==> src/rtl/enc_pos_pkg.sv <==
package enc_pos_pkg;

    localparam int unsigned POS_W_DEF = 32;

    // What the position register does on the coming edge.
    typedef enum logic [2:0] {
        ACT_HOLD = 3'd0,
        ACT_LOAD = 3'd1,
        ACT_ZERO = 3'd2,
        ACT_INC  = 3'd3,
        ACT_DEC  = 3'd4
    } pos_act_e;

    // Per-cycle request bundle seen by the arbiter.
    typedef struct packed {
        logic load;
        logic enable;
        logic idx_mode;
        logic index;
        logic pulse;
        logic fwd;
    } pos_req_t;

    // Priority: software load, then index reset, then counting.
    function automatic pos_act_e pick_action(pos_req_t r);
        pos_act_e a;
        if (r.load)
            a = ACT_LOAD;
        else if (!r.enable)
            a = ACT_HOLD;
        else if (r.idx_mode && r.index)
            a = ACT_ZERO;
        else if (r.pulse)
            a = r.fwd ? ACT_INC : ACT_DEC;
        else
            a = ACT_HOLD;
        return a;
    endfunction

endpackage

==> src/rtl/enc_pos_arbiter.sv <==
module enc_pos_arbiter
    import enc_pos_pkg::*;
(
    input  pos_req_t req,
    output pos_act_e act
);

    always_comb begin
        act = pick_action(req);
    end

endmodule

==> src/rtl/enc_pos_stepper.sv <==
module enc_pos_stepper
    import enc_pos_pkg::*;
#(
    parameter int unsigned POS_W = POS_W_DEF
) (
    input  pos_act_e         act,
    input  logic [POS_W-1:0] cur,
    input  logic [POS_W-1:0] max_pos,
    input  logic [POS_W-1:0] load_val,
    output logic [POS_W-1:0] nxt
);

    localparam logic [POS_W-1:0] ONE  = POS_W'(1);
    localparam logic [POS_W-1:0] ZERO = '0;

    logic at_top;
    logic at_bottom;

    assign at_top    = (cur >= max_pos);
    assign at_bottom = (cur == ZERO);

    always_comb begin
        unique case (act)
            ACT_LOAD: nxt = load_val;
            ACT_ZERO: nxt = ZERO;
            ACT_INC:  nxt = at_top ? ZERO : cur + ONE;
            ACT_DEC:  nxt = at_bottom ? max_pos : cur - ONE;
            default:  nxt = cur;
        endcase
    end

endmodule

==> src/rtl/enc_pos_index_track.sv <==
module enc_pos_index_track (
    input  logic clk,
    input  logic rst,
    input  logic enable,
    input  logic index_pulse,
    output logic index_event,
    output logic index_seen
);

    logic hit;
    assign hit = enable && index_pulse;

    always_ff @(posedge clk) begin
        if (rst) begin
            index_event <= 1'b0;
            index_seen  <= 1'b0;
        end else begin
            index_event <= hit;
            index_seen  <= enable ? (index_seen || index_pulse) : 1'b0;
        end
    end

    // event only follows an enabled marker
    a_r10_event_source: assert property (@(posedge clk) disable iff (rst)
        index_event |-> $past(enable && index_pulse));

    // flag sticks while enabled
    a_r11_sticky: assert property (@(posedge clk) disable iff (rst)
        (enable && index_seen) |=> index_seen);

    // disable clears the flag
    a_r11_clear: assert property (@(posedge clk) disable iff (rst)
        !enable |=> !index_seen);

endmodule

==> src/rtl/enc_pos_counter.sv <==
module enc_pos_counter
    import enc_pos_pkg::*;
#(
    parameter int unsigned POS_W = POS_W_DEF
) (
    input  logic             clk,
    input  logic             rst,
    input  logic             enable,
    input  logic             cnt_pulse,
    input  logic             cnt_fwd,
    input  logic             index_pulse,
    input  logic             idx_reset_mode,
    input  logic [POS_W-1:0] max_pos,
    input  logic             load_en,
    input  logic [POS_W-1:0] load_val,
    output logic [POS_W-1:0] position,
    output logic             index_event,
    output logic             index_seen
);

    pos_req_t         req;
    pos_act_e         act;
    logic [POS_W-1:0] pos_nxt;

    always_comb begin
        req          = '0;
        req.load     = load_en;
        req.enable   = enable;
        req.idx_mode = idx_reset_mode;
        req.index    = index_pulse;
        req.pulse    = cnt_pulse;
        req.fwd      = cnt_fwd;
    end

    enc_pos_arbiter u_arb (
        .req (req),
        .act (act)
    );

    enc_pos_stepper #(.POS_W(POS_W)) u_step (
        .act      (act),
        .cur      (position),
        .max_pos  (max_pos),
        .load_val (load_val),
        .nxt      (pos_nxt)
    );

    always_ff @(posedge clk) begin
        if (rst)
            position <= '0;
        else
            position <= pos_nxt;
    end

    enc_pos_index_track u_idx (
        .clk         (clk),
        .rst         (rst),
        .enable      (enable),
        .index_pulse (index_pulse),
        .index_event (index_event),
        .index_seen  (index_seen)
    );

    logic count_ok;
    assign count_ok = enable && !load_en && !(idx_reset_mode && index_pulse) && cnt_pulse;

    // forward step below the top
    a_r2_increment: assert property (@(posedge clk) disable iff (rst)
        (count_ok && cnt_fwd && position < max_pos) |=> position == $past(position) + POS_W'(1));

    // reverse step above zero
    a_r3_decrement: assert property (@(posedge clk) disable iff (rst)
        (count_ok && !cnt_fwd && position != '0) |=> position == $past(position) - POS_W'(1));

    // forward wrap to zero
    a_r4_wrap_up: assert property (@(posedge clk) disable iff (rst)
        (count_ok && cnt_fwd && position >= max_pos) |=> position == '0);

    // reverse wrap to the top
    a_r5_wrap_down: assert property (@(posedge clk) disable iff (rst)
        (count_ok && !cnt_fwd && position == '0) |=> position == $past(max_pos));

    // index reset wins over counting
    a_r7_index_zero: assert property (@(posedge clk) disable iff (rst)
        (enable && !load_en && idx_reset_mode && index_pulse) |=> position == '0);

    // load overrides everything
    a_r8_load: assert property (@(posedge clk) disable iff (rst)
        load_en |=> position == $past(load_val));

    // disabled counter holds
    a_r9_hold: assert property (@(posedge clk) disable iff (rst)
        (!enable && !load_en) |=> $stable(position));

endmodule

==> config.mk <==
export PLATFORM = sky130hd
export DESIGN_NAME = enc_pos_counter
export DESIGN_NICKNAME = d
export VERILOG_FILES = /design/src/rtl/enc_pos_pkg.sv /design/src/rtl/enc_pos_arbiter.sv /design/src/rtl/enc_pos_stepper.sv /design/src/rtl/enc_pos_index_track.sv /design/src/rtl/enc_pos_counter.sv
export SDC_FILE = /design/constraint.sdc
export NUM_CORES = 1
export LEC_CHECK = 0
export ABC_CLOCK_PERIOD_IN_PS = 3850
export BUFFER_PORTS_ARGS = -buffer_cell sky130_fd_sc_hd__buf_2
export CORE_MARGIN = 5
export CORE_UTILIZATION = 51
export DETAILED_ROUTE_END_ITERATION = 12
export PLACE_DENSITY = 0.78
export SYNTH_ARGS = -nofsm -noshare
export SYNTH_HDL_FRONTEND = slang
export SYNTH_SLANG_ARGS = --single-unit
==> constraint.sdc <==
create_clock -name clk -period 3.85 [get_ports clk]
set_input_delay 0.5775 -clock clk [delete_from_list [all_inputs] [get_ports clk]]
set_output_delay 0.5775 -clock clk [all_outputs]
set_load 0.02 [all_outputs]
; Yosys cells after proc, flatten, opt, wreduce, memory -nomap -nowiden
; Index checks and enable logic that the tools add are counted.
[totals]
out_inout_bits = 34
elab_cells = 25
register_bits = 34
inputBits = 72
[classes]
muxes = 8
n_lt_le_gt_ge = 1
addsub = 2
eq_ne = 4
bitwise = 1
reduce_logical = 6
[ops]
columns = operator, count
row1 = $pmux 32 s4, 1
row2 = $mux 32, 2
row3 = $add 32x1->32 const B, 1
row4 = $ge 32x32->1, 1
row5 = $logic_not 32->1, 1
row6 = $sub 32x1->32 const B, 1
row7 = $mux 3, 5
row8 = $eq 3x2->1 const B, 2
row9 = $reduce_bool 4->1, 1
row10 = $eq 3x1->1 const B, 1
row11 = $eq 3x3->1 const B, 1
row12 = $logic_and 1x1->1, 2
row13 = $reduce_or 2->1, 1
row14 = $logic_or 1x1->1, 1
row15 = $not 1->1, 1

; Longest topological paths before layout
[logic_depth]
word_depth = 7
ltp_mapped = 11
mapped_depth_nobuf = 9

; By module
; Synthesis repeated with hierarchy kept, for this count alone.
[hier_totals]
hier_cells = 609
hier_area_um2 = 4239.1
[by_module_without_submodules]
columns = module, seq_area_each_um2, cells_each, area_each_um2, instances
row1 = enc_pos_stepper, 0.0, 531, 3268.1, 1
row2 = enc_pos_counter, 640.6, 67, 863.3, 1
row3 = enc_pos_index_track, 40.0, 5, 65.1, 1
row4 = enc_pos_arbiter, 0.0, 6, 42.5, 1

; Worst setup path before layout
; Ideal clock, no wire load.
[synth_timing]
path_type = flip-flop to flip-flop
start = register position[2]
end = register position[29]
setup_ns = 0.138
t_required_ns = 3.712
path_stages_with_launch = 9
synth_period_minus_slack_ns = 2.741
n_path_buf = 1
path_slack_ns = 1.109
t_arrival_ns = 2.604
path_cell_list = dfxtp_1 clkbuf_1 nand3_1 nor4_1 and4_1 nand3_1 xnor2_1 a211oi_1 a211oi_1
[synth_via]
elab_chain_len = 3
word_cells_on_any_way = 7
classes_between = add/sub: 2 / order compare: 1 / mux: 3 / reduce/logical: 1
[synth_rtl]
columns = item, line_no
row1 = from (decl), enc_pos_counter.sv:16  ; output logic [POS_W-1:0] position,
row2 = from (signal assigned), enc_pos_counter.sv:52  ; position <= pos_nxt;
row3 = $sub 32x1->32 (tied with other cells), enc_pos_stepper.sv:27  ; ACT_DEC: nxt = at_bottom ? max_pos : cur - ONE;
row4 = "$mux 32, on equally long branches", "enc_pos_stepper.sv:27, enc_pos_stepper.sv:26"
row5 = $pmux 32 s4 *, enc_pos_stepper.sv:23  ; unique case (act)
; Every way passes the cells marked *; elsewhere a longest branch is shown, timed or not.
; A chain may end at the register's enable or synchronous reset.

; Worst setup path in the final report
[layout_timing]
start = register position[9]
end = register position[9]
; The elaborated chain is that of the path after synthesis.

==> flow_metrics.py <==
metrics = {
    "setup_path": {
        "critPathSlowestCell": "or4_4",
        "cpPeakStageDelay_ns": 0.85,
        "critical-path-top-delay-family": "simple AND/OR/NAND/NOR gates",
        "crit_required_ns": 4.03,
        "path_cells": "nor4_1, nand4_1, or4_4, a211oi_1, a21oi_1, a2111oi_1",
        "path_class": "register to register",
        "path_max_fanout": 64,
        "end_kind": "register",
        "critPathLaunchType": "register",
        "cp_data_arrival_time_ns": 3.21,
        "crit_buf_inv": 0,
    },
    "grt": {
        "antenna_found_initial": 0,
        "grt_first_pass_wirelength_um": 20900,
        "grt_pass1_vias": 4295,
        "grt_max_degree": 65,
        "track_usage_pct": 25.5,
        "overflow": 0,
    },
    "clocking": {
        "cts_tree": "yes",
        "cts_num_sinks": 34,
        "cts_resized": 0,
        "clk_transition_reported_paths_ns": 0.08,
        "root_buffer": "clkbuf_8",
        "cts_max_level": 2,
        "clk_latency_ns": 0.30,
        "cts_buffers": 5,
        "holdBufCountCts": 0,
        "postCtsSetupBuffers": 0,
        "clockBufferDepth": 2,
    },
    "sta": {
        "final-hold-violation-count": 0,
        "setup-tns-final_ns": 0,
        "setup_violations": 0,
        "slew_headroom_pct": 48.6,
        "grt_setup_unrepaired": "false",
        "setup_ws_ns": 0.824,
        "worst_slew_pin_slew_ns": 0.771,
        "min_period_ns": 3.03,
        "max_freq_mhz": 330,
        "fin_skew_ns": 0.0122,
        "maxSlewViolCount": 0,
        "min_period_over_period_pct": 78.6,
    },
    "power_and_ir_drop": {
        "p_leak_nw": 2.16,
        "ir_drop_mv": 0.128,
        "fin_total_pwr_w": 0.00116,
        "p_per_area_nw_per_um2": 249,
    },
    "place": {
        "dpl.hpwl_um": 9550,
        "dpl_worst_slack_ns": 0.814,
        "portBuffers": 105,
        "gp_congestion": 0.924,
    },
    "synth": {
        "synth_xor_area_share_pct": 11.9,
        "yosysWarnings": 0,
        "synth.area.top_cells": "dfxtp_1, ha_1, a21oi_1",
        "synthDominantCellAreaShare_pct": 16.9,
        "synthMuxAreaShare_pct": 3.22,
        "syn_area_per_cell_um2": 7.11,
        "syn_inst": 568,
        "synth_seq_cells": 34,
        "synthSimpleGateAreaFrac_pct": 25.7,
        "synth.largest_area_cell": "dfxtp_1",
        "synth_compound_area_share_pct": 22.5,
        "ys.flop_type": "dfxtp_1",
        "ys_types": 50,
        "ys_seq_area_share_pct": 16.9,
        "ys_async_sr_fraction_pct": 0,
        "synth_edf_count": 0,
        "synth_top_family_by_area": "simple AND/OR/NAND/NOR gates",
        "synth_nets": 675,
        "synth_area_um2": 4040,
        "synth_fa_ha_area_share_pct": 10.8,
    },
    "final_layout": {
        "final_common_cell": "buf_2",
        "area_delta_synth_final_pct": 15.0,
        "final_layout_size_suffix_gt1_share_pct": 20.7,
        "nFillCells": 735,
        "regArea_um2": 681,
        "most-common-layout-cells": "buf_2, a21oi_1, nand2_1",
        "multiInputGateArea_um2": 3000,
        "num_antenna_cells": 0,
        "nets": 745,
        "post-route-util_pct": 60.1,
    },
    "detailed_routing": {
        "wl_um": 12800,
        "dr.pass1.iters": 5,
        "wl_per_cell_um": 17.3,
        "via_per_inst": 6.03,
        "vias": 4468,
        "drc": 0,
        "drtIter0Drc": 334,
        "antenna_left": 0,
    },
    "floorplan": {
        "core_area_um2": 7730,
        "io_pins": 106,
        "num_rows": 32,
        "die_area_um2": 9800,
        "start_util_pct": 52.3,
        "die_y_um": 99.0,
        "die_w_um": 99.0,
    },
    "run_status": {
        "status": "finished clean",
    },
    "worst_hold_path": {
        "hp-class": "register to register",
    },
    "flow_run": {
        "maxCapViolations": 0,
    },
}
[state kept, by name, summed over array words and instances (netlist names)]
register / flops
position: 32
u_idx.index_event: 1
u_idx.index_seen: 1
[through the flow]
stage / cells / area (µm²) / hold slack (ns)
6_report: 741 / 4640 / 0.500
5_1_grt: 741 / 4640 / 0.534
4_1_cts: 741 / 4640 / 0.505
3_5_place_dp: 733 / 4550 / 0.495
3_3_place_gp: 733 / 4550 / 0.466
2_1_floorplan: 568 / 4040 / 0.552
[layer usage]
layer | vias to the layer above | GRT usage (%) | share of wire, %
li1 | 2174 | - | -
met3 | 31 | 4.81 | 8.0
met1 | 2071 | 32.8 | 42
met4 | 0 | 7.67 | 2.3
met5 | - | 0 | 0
met2 | 192 | 43.1 | 47
[logic make-up (layout without fill, tap and decap cells)]
kind of cell / count (synthesis) / count (layout)
AND/OR/NAND/NOR: 203 / 203
AO/OA/AOI/OAI: 138 / 138
buffers and inverters: 90 / 161
XOR/XNOR: 55 / 55
adder cells (fa/ha/maj): 35 / 35
flip-flops: 34 / 34
multiplexers: 13 / 13
[power breakdown]
group | leakage (nW) | internal (W) | total [W] | switching [W]
Sequential | 0.281 | 0.000377 | 0.000441 | 0.0000647
Combinational | 1.83 | 0.000176 | 0.000419 | 0.000242
Clock | 0.0482 | 0.000145 | 0.000296 | 0.000152
Total | 2.16 | 0.000698 | 0.00116 | 0.000459
[final timing paths]
kind,cells after the start,from,slack [ns],endpoint
worst min-delay path,2,u_idx.index_seen,0.50,u_idx.index_seen
worst min register to register,2,u_idx.index_seen,0.50,u_idx.index_seen
worst max register to register,6,position[9],0.82,position[9]
worst max-delay path,6,position[9],0.82,position[9]
[synthesized netlist by cell type (3+ instances only)]
master and count:
inv_1 37, nor2b_1 6, a221oi_1 16, mux2i_1 13
a31oi_1 4, nand3_1 22, a211oi_1 24, o211ai_1 8
nand2_1 50, o21ai_0 11, dfxtp_1 34, nor4_1 9
buf_6 3, nand4_1 13, xor2_1 28, buf_2 3
and2_1 3, nor2_1 47, and3_1 9, o21ai_1 6
and4_1 4, nor3_1 15, ha_1 35, clkbuf_1 44
nor3b_1 4, a21oi_1 52, nand2b_1 3, buf_1 3
a21o_1 3, nand3b_1 5, xnor2_1 27
[worst reg2reg max path, delay by kind of cell, from the launching register on]
kind | cells | cell delay [ns]
and+or+nand+nor | 3 | 1.67
AOI/OAI and AO/OA | 3 | 0.80
DFF | 1 | 0.44
[final cells by class]
| cell class | instances | share of cell area, % |
|---|---|---|
| clock buffer | 7 | 1.86 |
| clock inverter | 1 | 0.108 |
| inverter | 37 | 2.99 |
| timing repair buffer | 116 | 13.1 |
| multi-input combinational | 444 | 64.5 |
| tap | 102 | 2.75 |
| sequential | 34 | 14.7 |
Note: power is estimated with default switching activity, not from simulation.
